### src/rtl/baud_rate_gen_pkg.sv
package baud_rate_gen_pkg;
  localparam int unsigned OS_SLOW = 64;
  localparam int unsigned OS_MID  = 16;
  localparam int unsigned OS_FAST = 4;
  localparam int unsigned PHASE_W = $clog2(OS_SLOW);
  localparam int unsigned FACT_W  = PHASE_W + 1;

  typedef struct packed {
    logic restart;
    logic shiftEn;
    logic decide;
    logic useVote;
  } dpCtrl_t;
endpackage

### src/rtl/baud_rate_ctrl.sv
module baud_rate_ctrl
  import baud_rate_gen_pkg::*;
(
  input  logic    clk,
  input  logic    rstN,
  input  logic    wrEn,
  input  logic    wideMode,
  input  logic    fastMode,
  input  logic    syncMode,
  input  logic    baseTick,
  output dpCtrl_t dpCtrl,
  output logic    bitTick
);
  logic [FACT_W-1:0]  osFactor;
  logic [FACT_W-1:0]  midPoint;
  logic [FACT_W-1:0]  lastIdx;
  logic [FACT_W-1:0]  phaseExt;
  logic [PHASE_W-1:0] phase;
  logic               singleSel;
  logic               atLast;

  always_comb begin
    singleSel = syncMode | (wideMode & fastMode);
    if (syncMode)      osFactor = FACT_W'(OS_FAST);
    else if (wideMode) osFactor = fastMode ? FACT_W'(OS_FAST) : FACT_W'(OS_MID);
    else               osFactor = fastMode ? FACT_W'(OS_MID)  : FACT_W'(OS_SLOW);
    midPoint = osFactor >> 1;
    lastIdx  = osFactor - FACT_W'(1);
    phaseExt = {1'b0, phase};
    atLast   = phaseExt >= lastIdx;
  end

  always_ff @(posedge clk) begin
    if (!rstN)          phase <= '0;
    else if (wrEn)      phase <= '0;
    else if (baseTick)  phase <= atLast ? '0 : phase + PHASE_W'(1);
  end

  always_comb begin
    dpCtrl.restart = wrEn;
    dpCtrl.useVote = !singleSel;
    dpCtrl.shiftEn = baseTick && !singleSel &&
                     ((phaseExt == midPoint - FACT_W'(1)) || (phaseExt == midPoint));
    dpCtrl.decide  = baseTick &&
                     (singleSel ? (phaseExt == midPoint) : (phaseExt == midPoint + FACT_W'(1)));
    bitTick        = baseTick && atLast;
  end
endmodule

### src/rtl/baud_rate_dp.sv
module baud_rate_dp
  import baud_rate_gen_pkg::*;
#(
  parameter int unsigned BYTE_W = 8
) (
  input  logic              clk,
  input  logic              rstN,
  input  logic              wrEn,
  input  logic              wrSel,
  input  logic [BYTE_W-1:0] wrData,
  input  logic              wideMode,
  input  logic              rxIn,
  input  dpCtrl_t           dpCtrl,
  output logic              baseTick,
  output logic              rxSample,
  output logic              rxValid
);
  localparam int unsigned CNT_W = 2 * BYTE_W;

  logic [BYTE_W-1:0] divLo;
  logic [BYTE_W-1:0] divHi;
  logic [CNT_W-1:0]  divEff;
  logic [CNT_W-1:0]  preCnt;
  logic [1:0]        sampleHist;
  logic              voteBit;

  always_ff @(posedge clk) begin
    if (!rstN) begin
      divLo <= '0;
      divHi <= '0;
    end else if (wrEn) begin
      if (wrSel) divHi <= wrData;
      else       divLo <= wrData;
    end
  end

  always_comb begin
    divEff   = wideMode ? {divHi, divLo} : {{BYTE_W{1'b0}}, divLo};
    baseTick = preCnt >= divEff;
    voteBit  = (sampleHist[1] & sampleHist[0]) | (sampleHist[1] & rxIn) |
               (sampleHist[0] & rxIn);
  end

  always_ff @(posedge clk) begin
    if (!rstN)                            preCnt <= '0;
    else if (dpCtrl.restart || baseTick)  preCnt <= '0;
    else                                  preCnt <= preCnt + CNT_W'(1);
  end

  always_ff @(posedge clk) begin
    if (!rstN) begin
      sampleHist <= 2'b11;
      rxSample   <= 1'b1;
      rxValid    <= 1'b0;
    end else begin
      if (dpCtrl.shiftEn) sampleHist <= {sampleHist[0], rxIn};
      if (dpCtrl.decide)  rxSample   <= dpCtrl.useVote ? voteBit : rxIn;
      rxValid <= dpCtrl.decide;
    end
  end
endmodule

### src/rtl/baud_rate_gen.sv
module baud_rate_gen
  import baud_rate_gen_pkg::*;
#(
  parameter int unsigned BYTE_W = 8
) (
  input  logic              clk,
  input  logic              rstN,
  input  logic              wrEn,
  input  logic              wrSel,
  input  logic [BYTE_W-1:0] wrData,
  input  logic              wideMode,
  input  logic              fastMode,
  input  logic              syncMode,
  input  logic              rxIn,
  output logic              osTick,
  output logic              bitTick,
  output logic              rxSample,
  output logic              rxValid
);
  dpCtrl_t dpCtrl;
  logic    baseTick;

  baud_rate_ctrl ctrl_i (
    .clk      (clk),
    .rstN     (rstN),
    .wrEn     (wrEn),
    .wideMode (wideMode),
    .fastMode (fastMode),
    .syncMode (syncMode),
    .baseTick (baseTick),
    .dpCtrl   (dpCtrl),
    .bitTick  (bitTick)
  );

  baud_rate_dp #(.BYTE_W(BYTE_W)) dp_i (
    .clk      (clk),
    .rstN     (rstN),
    .wrEn     (wrEn),
    .wrSel    (wrSel),
    .wrData   (wrData),
    .wideMode (wideMode),
    .rxIn     (rxIn),
    .dpCtrl   (dpCtrl),
    .baseTick (baseTick),
    .rxSample (rxSample),
    .rxValid  (rxValid)
  );

  assign osTick = baseTick;
endmodule

### config.mk
export PLATFORM = sky130hd
export DESIGN_NAME = baud_rate_gen
export DESIGN_NICKNAME = d
export VERILOG_FILES = /design/src/rtl/baud_rate_gen_pkg.sv /design/src/rtl/baud_rate_ctrl.sv /design/src/rtl/baud_rate_dp.sv /design/src/rtl/baud_rate_gen.sv
export SDC_FILE = /design/constraint.sdc
export NUM_CORES = 1
export LEC_CHECK = 0
export BUFFER_PORTS_ARGS = -buffer_cell sky130_fd_sc_hd__buf_2
export CAP_MARGIN = 20
export CORE_UTILIZATION = 53
export DETAILED_ROUTE_END_ITERATION = 6
export GPL_TIMING_DRIVEN = 1
export PLACE_DENSITY_LB_ADDON = 0.1
export REMOVE_ABC_BUFFERS = 1
export SLEW_MARGIN = 20
export SYNTH_ARGS = -nofsm -noshare
export SYNTH_HDL_FRONTEND = slang
export SYNTH_SLANG_ARGS = --single-unit
### constraint.sdc
create_clock -name clk -period 2.65 [get_ports clk]
set_input_delay 0.3975 -clock clk [delete_from_list [all_inputs] [get_ports clk]]
set_output_delay 0.3975 -clock clk [all_outputs]
set_load 0.05 [all_outputs]
; ---- After elaboration in Yosys (flattened, before gate mapping)
; Cells that the tools add are included.
[op_classes]
n_addsub = 5
order_cmp = 2
bitwise = 9
reduce_logical = 11
n_mux = 8
n_eq_ne = 3
[op_table]
columns = op, count
row1 = $mux W7, 3
row2 = $add A16 B1 Y16 const B, 1
row3 = $ge A16 B16 Y1, 1
row4 = $mux W16, 1
row5 = $eq A6 B7 Y1, 2
row6 = $add A6 B1 Y7 const B, 1
row7 = $ge A6 B7 Y1, 1
row8 = $sub A6 B1 Y7 const B, 1
row9 = $sub A7 B1 Y7 const B, 1
row10 = $add A6 B1 Y6 const B, 1
row11 = $eq A6 B6 Y1, 1
row12 = $mux W6, 1
row13 = $mux W5, 1
row14 = $and A1 B1 Y1, 4
row15 = $logic_and A1 B1 Y1, 4
row16 = $reduce_and A2 Y1, 2
row17 = $reduce_or A2 Y1, 2
row18 = $or A1 B1 Y1, 3
row19 = $logic_or A1 B1 Y1, 2
row20 = $mux W1, 2
row21 = $not A1 Y1, 2
row22 = $logic_not A1 Y1, 1
[totals]
ff_bits = 42
out_inout_bits = 4
inputBits = 16
wordCells = 45

; ---- Logic depth before layout (Yosys ltp)
; Gate-level depths: netlist of the first run.
[logic_depth]
word_depth = 7
depth_mapped = 13

; ---- Modules after synthesis
; A second synthesis of the first run with hierarchy kept.
[unflattened]
hier_cells = 293
hier_area_um2 = 2551.2
[modules_own_cells]
columns = mod, n_inst, cells_each, seq_area_each_um2, area_per_inst_um2
row1 = baud_rate_dp, 1, 209, 720.7, 1858.0
row2 = baud_rate_ctrl, 1, 84, 120.1, 693.2

; ---- Worst setup path before layout of the first run
; OpenSTA, ideal clock, no wires.
[synth_timing]
path_kind = input -> output
start = input wideMode
end = output bitTick
t_arrival_ns = 2.879
n_path_buf = 2
cell_stages = 10
slack_ns = -0.627
cell_sequence = clkbuf_1 > nand2_1 > ha_1 > nand4_1 > or3_1 > a221o_1 > and4b_4 > buf_6 > inv_1 > and2_1
[synth_rtl]
columns = element, line_no
row1 = start: declaration, baud_rate_gen.sv:11  ; input logic wideMode,
row2 = $mux W16, baud_rate_dp.sv:38  ; divEff = wideMode ? {divHi, divLo} : {{BYTE_W{1'b0}}, divLo};
row3 = $ge A16 B16 Y1, baud_rate_dp.sv:39  ; baseTick = preCnt >= divEff;
row4 = net osTick, baud_rate_gen.sv:15  ; output logic osTick,
row5 = $logic_and A1 B1 Y1, baud_rate_ctrl.sv:46  ; bitTick = baseTick && atLast;
row6 = end: declaration, baud_rate_gen.sv:16  ; output logic bitTick,
; The timed path passes the listed nets, and every way through them passes these cells.

; ---- Final worst setup path of the first run
[layout_timing]
start = register dp_i.divHi[7]
end = output bitTick
[layout_via]
elab_chain_cells = 3
[layout_rtl]
columns = element, line_no
row1 = start: declaration, baud_rate_dp.sv:21  ; logic [BYTE_W-1:0] divHi;
row2 = start signal: assignment, baud_rate_dp.sv:32  ; if (wrSel) divHi <= wrData;
row3 = $mux W16, baud_rate_dp.sv:38
row4 = $ge A16 B16 Y1, baud_rate_dp.sv:39
row5 = $logic_and A1 B1 Y1, baud_rate_ctrl.sv:46
; No other way between the ends.

==> results of run 1 <==
## final cells by class
type	instances	share of cell area, %
tap	50	2.09
inverter	18	2.26
clock inverter	3	1.34
clock buffer	5	2.30
sequential	42	28.7
timing repair buffer	45	10.7
multi-input combinational	224	52.6
## cells in the final DEF, fill, tap and decap left out, types with 2 or more instances in the layout
cell type,netlist,routed
dfxtp_2,0,16
and3_1,3,3
nand2b_1,4,4
nor3_1,2,2
inv_2,0,5
o21ai_0,9,9
ha_1,25,14
dfxtp_1,42,26
nand2_1,44,39
a32o_1,2,2
buf_2,2,17
inv_1,18,13
buf_4,0,25
o211ai_1,2,2
o41ai_2,0,2
nor2b_1,5,5
nand4_1,4,4
nor2_1,32,31
nor4_1,2,2
xnor2_1,12,12
or3_1,3,2
nand2_2,0,5
ha_4,0,11
nand3_1,22,22
a21oi_1,26,26
xor2_1,6,6
nor3b_1,3,3
clkbuf_8,0,5
clkinv_2,0,2
mux2i_1,2,2
## cells by family (layout without fill, tap and decap cells)
group / count (synthesis) / count (layout) / share of synthesized area (%)
AND/OR/NAND/NOR: 130 / 130 / 26.0
XOR/XNOR: 18 / 18 / 6.68
adder cells (fa/ha/maj): 25 / 25 / 13.2
AO/OA/AOI/OAI: 48 / 48 / 12.1
multiplexers: 3 / 3 / 1.32
buffers and inverters: 29 / 71 / 5.03
flip-flops: 42 / 42 / 35.6
## flip-flops by register name (all words and copies together) (netlist names)
name / flops
ctrl_i.phase: 6
dp_i.divHi: 8
dp_i.divLo: 8
dp_i.preCnt: 16
dp_i.rxSample: 1
dp_i.rxValid: 1
dp_i.sampleHist: 2
## worst paths after layout
check,startpoint,end,depth (start not counted)
max,dp_i.divHi[7],bitTick,9
min,wrData[4],dp_i.divLo[4],3
max reg2reg,dp_i.divHi[7],dp_i.rxSample,9
min reg2reg,dp_i.divHi[3],dp_i.divHi[3],2
## repair_timing
action,4_1_cts,5_1_grt
buffers inserted,1,11
resized for setup,14,33
pin swaps,2,10
endpoints found under the setup margin,2,6
## critical path, delay by kind of cell (launching register included)
family	cells	cell delay, ns
flops	1	0.34
simple gates	5	0.94
fa+ha+maj	1	0.27
compound gates	1	0.27
buf+inv	2	0.19
## per-layer routing
layer	global-route usage (%)	vias up	wire, um
met5	0	-	0
met4	10.7	0	106
met3	5.76	10	182
met2	33.9	43	2510
met1	32.8	975	2740
li1	-	1095	-
## metrics by stage
step | setup TNS (ns) | setup WS, ns
after floorplan | -0.264 | -0.264
after global placement | -0.547 | -0.136
after detailed placement | -0.850 | -0.189
after CTS | -0.0218 | -0.0205
after global routing | -0.523 | -0.164
final | -0.0932 | -0.0563
## power breakdown
group / total [uW] / internal (uW) / switching, uW
Combinational: 238 / 112 / 126
Sequential: 663 / 648 / 14.8
Clock: 507 / 277 / 230
Total: 1410 / 1040 / 371
==> impl_metrics.csv, run 1 <==
group,metric,value,unit
route,wl_per_cell,14.3,um
die,io_pins,20,
yosys,syn-cell-area,2360,sq um
timing,finalCriticalPeriod,2.71,ns
yosys,ys_ff_latch,42,
timing,hold-worst-slack,0.339,ns
timing,slew_headroom,61.8,%
worst_setup_path,critPathKind,"reg2out",
finish,postLayoutCellArea,3000,sq um
die,rows,23,
die,die_w,68.7,um
flow_run,drv_cap,0,
worst_setup_path,crit_arrival,2.31,ns
pwr,ir_drop,0.305,mV
clock_network,cts_sinks,42,
clock_network,cts_made_buffers,5,
outcome,status,"finished, violations left",
global_routing,track_usage,23.5,%
finish,num_antenna_cells,0,
clock_network,htree_levels,2,
pwr,power,1410,uW
clock_network,cts.hold.buffers_added,0,
finish,fin_nets,377,
clock_network,cts_tree,"yes",
clock_network,root_buffer,"clkbuf_8",
timing,timing.final.ws_setup,-0.0563,ns
route,remaining_drc_errors,0,
worst_setup_path,cp-end-kind,"output port",
finish,multi_input_area,1580,sq um
pwr,power_density,470,nW/um^2
route,dr.pass1.iters,4,
placed_design,place_area,2580,sq um
yosys,synth_commonest_cells,"44 x nand2_1, 42 x dfxtp_1, 32 x nor2_1",
finish,register_area,861,sq um
die,core,4140,sq um
global_routing,antenna_found_initial,0,
yosys,ys_seq_area_share,35.6,%
yosys,yosysUniqueCellTypes,40,
worst_setup_path,worst_ep_required_time,2.25,ns
global_routing,grt_overflow,0,
timing,worst_pin_slew,0.572,ns
finish,fillers,323,
yosys,avgSynthCellArea,8.00,sq um
die,initial_core_util,57.0,%
yosys,synth_top_cell_area_share,35.6,%
finish,syn2layout_area_growth,26.9,%
worst_setup_path,cpMaxStageDelayCell,"or3_1",
finish,final_cells,387,
route,ant_nets,0,
global_routing,grt_pass1_vias,1778,
placed_design,io_buffers,19,
outcome,violations,"setup timing",
route,vias_per_cell,5.49,
timing,clock-skew-final,0.00877,ns
placed_design,place_hpwl,3.68,mm
global_routing,grt_pass1_wl,8.07,mm
route,wirelength,5.54,mm
yosys,ys_warn_count,0,
yosys,synth_area_leader_cell,"dfxtp_1",
yosys,synth_cells,295,
worst_setup_path,start_kind,"flop",
worst_setup_path,regToRegSetupSlack,0.01,ns
placed_design,dp.cells,367,
finish,drive_gt1_share,29.1,%
pwr,leakage,0.00116,uW
timing,fin_crit_sh,102,%
timing,fmax,0.370,GHz
route,num_vias,2123,
die,fp.dieArea,4730,sq um
yosys,synthTopCellsByArea,"dfxtp_1 36%, ha_1 13%, nand2_1 7.0%",
yosys,synth_most_common_cell,"nand2_1",
clock_network,clock_latency,0.31,ns
yosys,synth_edf_count,0,
finish,fin_util,72.3,%
timing,finalSetupViolCount,2,
worst_setup_path,crit_path_max_fanout,3,
clock_network,cts.clk_slew.worst_paths,0.08,ns
worst_setup_path,crit_chain,"nand2_2 > ha_4 > nand4_1 > or3_1 > a221o_1 > and4b_4 > inv_2 > and2_4 > buf_8",
timing,rsz0062_at_grt,"true",
worst_setup_path,critPathMaxStageDelay,0.39,ns
global_routing,grt_start_max_net_pins,22,
worst_hold_path,hold_path_class,"in2reg",
timing,hold_viol,0,
clock_network,clockBufferDepth,2,
placed_design,gp_congestion,0.803,
die,dieHeight,68.7,um
yosys,ys_async_sr_fraction,0,%
yosys,synth-main-ff-cell,"dfxtp_1",
route,first_iter_violations,122,
timing,drv_slew,0,
Power figures use the tool's default switching activity.
==> run 2: changes to the inputs <==
Settings changed: CORE_MARGIN from default to 3, CORE_UTILIZATION 53 to 30.
==> impl_metrics.csv, run 2 (same netlist as run 1, synthesis figures left out) <==
group,metric,value,unit
outcome,status,"finished clean",
pwr,p_int,1030,uW
timing,fmax,0.379,GHz
route,first_iter_violations,85,
route,remaining_drc_errors,0,
die,io_pins,20,
timing,setup-tns-final,0,ns
die,core,7450,sq um
finish,layout_commonest_cell,"nand2_1",
pwr,leakage,0.00115,uW
timing,slew_headroom,59.0,%
die,initial_core_util,31.7,%
worst_setup_path,crit_arrival,2.24,ns
placed_design,place_ws,-0.219,ns
clock_network,cts.clk_slew.worst_paths,0.08,ns
timing,fin_crit_sh,99.7,%
clock_network,clockBufferDepth,2,
worst_setup_path,r2r_end,"dp_i.rxSample",
worst_hold_path,hold_path_class,"in2reg",
placed_design,dp.cells,418,
clock_network,clock_latency,0.30,ns
finish,registers.top_by_ff_count,"dp_i.preCnt",
finish,largest_reg_flops,16,
die,fp.dieArea,8970,sq um
flow_run,drv_cap,0,
worst_setup_path,crit_path_start,"dp_i.divHi[2]",
route,num_vias,2046,
route,wl_per_cell,13.0,um
finish,fin_util,39.7,%
placed_design,io_buffers,19,
timing,rsz0062_at_grt,"true",
finish,largestRegisters,"dp_i.preCnt x16, dp_i.divHi x8, dp_i.divLo x8",
finish,syn2layout_area_growth,25.3,%
timing,finalCriticalPeriod,2.64,ns
clock_network,root_buffer,"clkbuf_8",
finish,drive_gt1_share,22.8,%
pwr,switchingPower,362,uW
worst_setup_path,start_kind,"flop",
worst_setup_path,regToRegSetupSlack,0.07,ns
worst_setup_path,cp-end-kind,"output port",
clock_network,htree_levels,2,
timing,drv_slew,0,
finish,final_cell_mix,"43 x nand2_1, 34 x dfxtp_1, 31 x nor2_1, 25 x a21oi_1",
timing,timing.final.ws_setup,0.00892,ns
clock_network,cts_tree,"yes",
global_routing,grt_overflow,0,
timing,worst_pin_slew,0.614,ns
finish,final_cells,433,
global_routing,track_usage,13.8,%
die,rows,31,
timing,clock-skew-final,0.00858,ns
pwr,ir_drop,0.341,mV
die,dieHeight,94.7,um
pwr,clockPowerShare,36.2,%
clock_network,cts_sinks,42,
route,dr.pass1.iters,4,
finish,num_antenna_cells,0,
placed_design,gp_congestion,0.750,
timing,hold_viol,0,
worst_setup_path,reg2reg_from,"dp_i.divHi[2]",
global_routing,antenna_found_initial,0,
global_routing,grt_start_max_net_pins,21,
global_routing,grt_pass1_vias,2029,
pwr,p_comb_share,16.3,%
worst_setup_path,reg2reg_depth,9,
pwr,power_density,470,nW/um^2
global_routing,grt_pass1_wl,9.74,mm
worst_setup_path,crit_path_max_fanout,3,
worst_setup_path,cp-endpoint,"bitTick",
placed_design,place_hpwl,4.32,mm
route,wirelength,5.62,mm
finish,fin_nets,374,
worst_setup_path,critPathKind,"reg2out",
timing,finalSetupViolCount,0,
route,ant_nets,0,
route,vias_per_cell,4.73,
pwr,swShare,26.1,%
worst_setup_path,worst_ep_required_time,2.25,ns
placed_design,place_area,2660,sq um
clock_network,cts_made_buffers,5,
pwr,seqPwrFrac,47.5,%
finish,postLayoutCellArea,2960,sq um
die,die_w,94.7,um
## run 2: cell types whose count changed in the layout (fill, tap and decap cells not counted), sizes merged
| cell | change |
|---|---|
| buf | -3 |
## run 2: metal layers
layer | wire (um) | up-vias | share of wire (%) | track usage [%]
met5 | 0 | - | 0 | 0
met4 | 52 | 0 | 0.92 | 3.25
met3 | 160 | 5 | 2.8 | 2.87
met2 | 2340 | 27 | 42 | 20.4
met1 | 3070 | 929 | 55 | 20.3
li1 | - | 1085 | - | -
## run 2: metrics by stage
stage               power, uW  hold slack [ns]
CTS                      1400            0.348
detailed placement        876            0.447
global route             1470            0.359
floorplan                 786            0.436
finish                   1390            0.349
global placement          874            0.444
## run 2: layout make-up
cell class,instances,area [sq um]
tap,99,124
clock buffer,5,68.8
inverter,18,67.6
multi-input combinational,224,1510
clock inverter,3,40.0
fill,800,4490
timing repair buffer,42,297
sequential,42,851
## run 2: what timing repair did
item	CTS	global route
hold buffers	0	0
gates resized for setup	13	16
pin swaps	4	3
buffers inserted	6	1
endpoints found under the setup margin	2	5
## run 2: how the worst min path moves through the flow
stage                       start       endpoint  slack (ns)  depth (start not counted)
global route            wrData[4]  dp_i.divHi[4]        0.36                          3
detailed placement  dp_i.divHi[5]  dp_i.divHi[5]        0.45                          2
floorplan           dp_i.divLo[1]  dp_i.divLo[1]        0.44                          2
global placement    dp_i.divLo[1]  dp_i.divLo[1]        0.44                          2
finish                  wrData[5]  dp_i.divLo[5]        0.35                          3
CTS                     wrData[2]  dp_i.divLo[2]        0.35                          3
## run 2: power by group through the flow
| stage | clock network (uW) | logic, uW | registers (uW) |
|---|---|---|---|
| 5_1_grt | 547 | 255 | 664 |
| 3_3_place_gp | 0 | 200 | 674 |
| 4_1_cts | 520 | 218 | 660 |
| 3_5_place_dp | 0 | 201 | 675 |
| 6_report | 503 | 227 | 660 |
| 2_1_floorplan | 0 | 114 | 671 |
## run 2: critical path, stage by stage (launching register included)
cell	delay, ns
dfxtp_2	0.33
nand2_1	0.08
ha_1	0.30
nand4_1	0.12
or3_1	0.32
a221o_1	0.27
and4b_4	0.21
inv_2	0.06
and2_4	0.13
buf_8	0.13
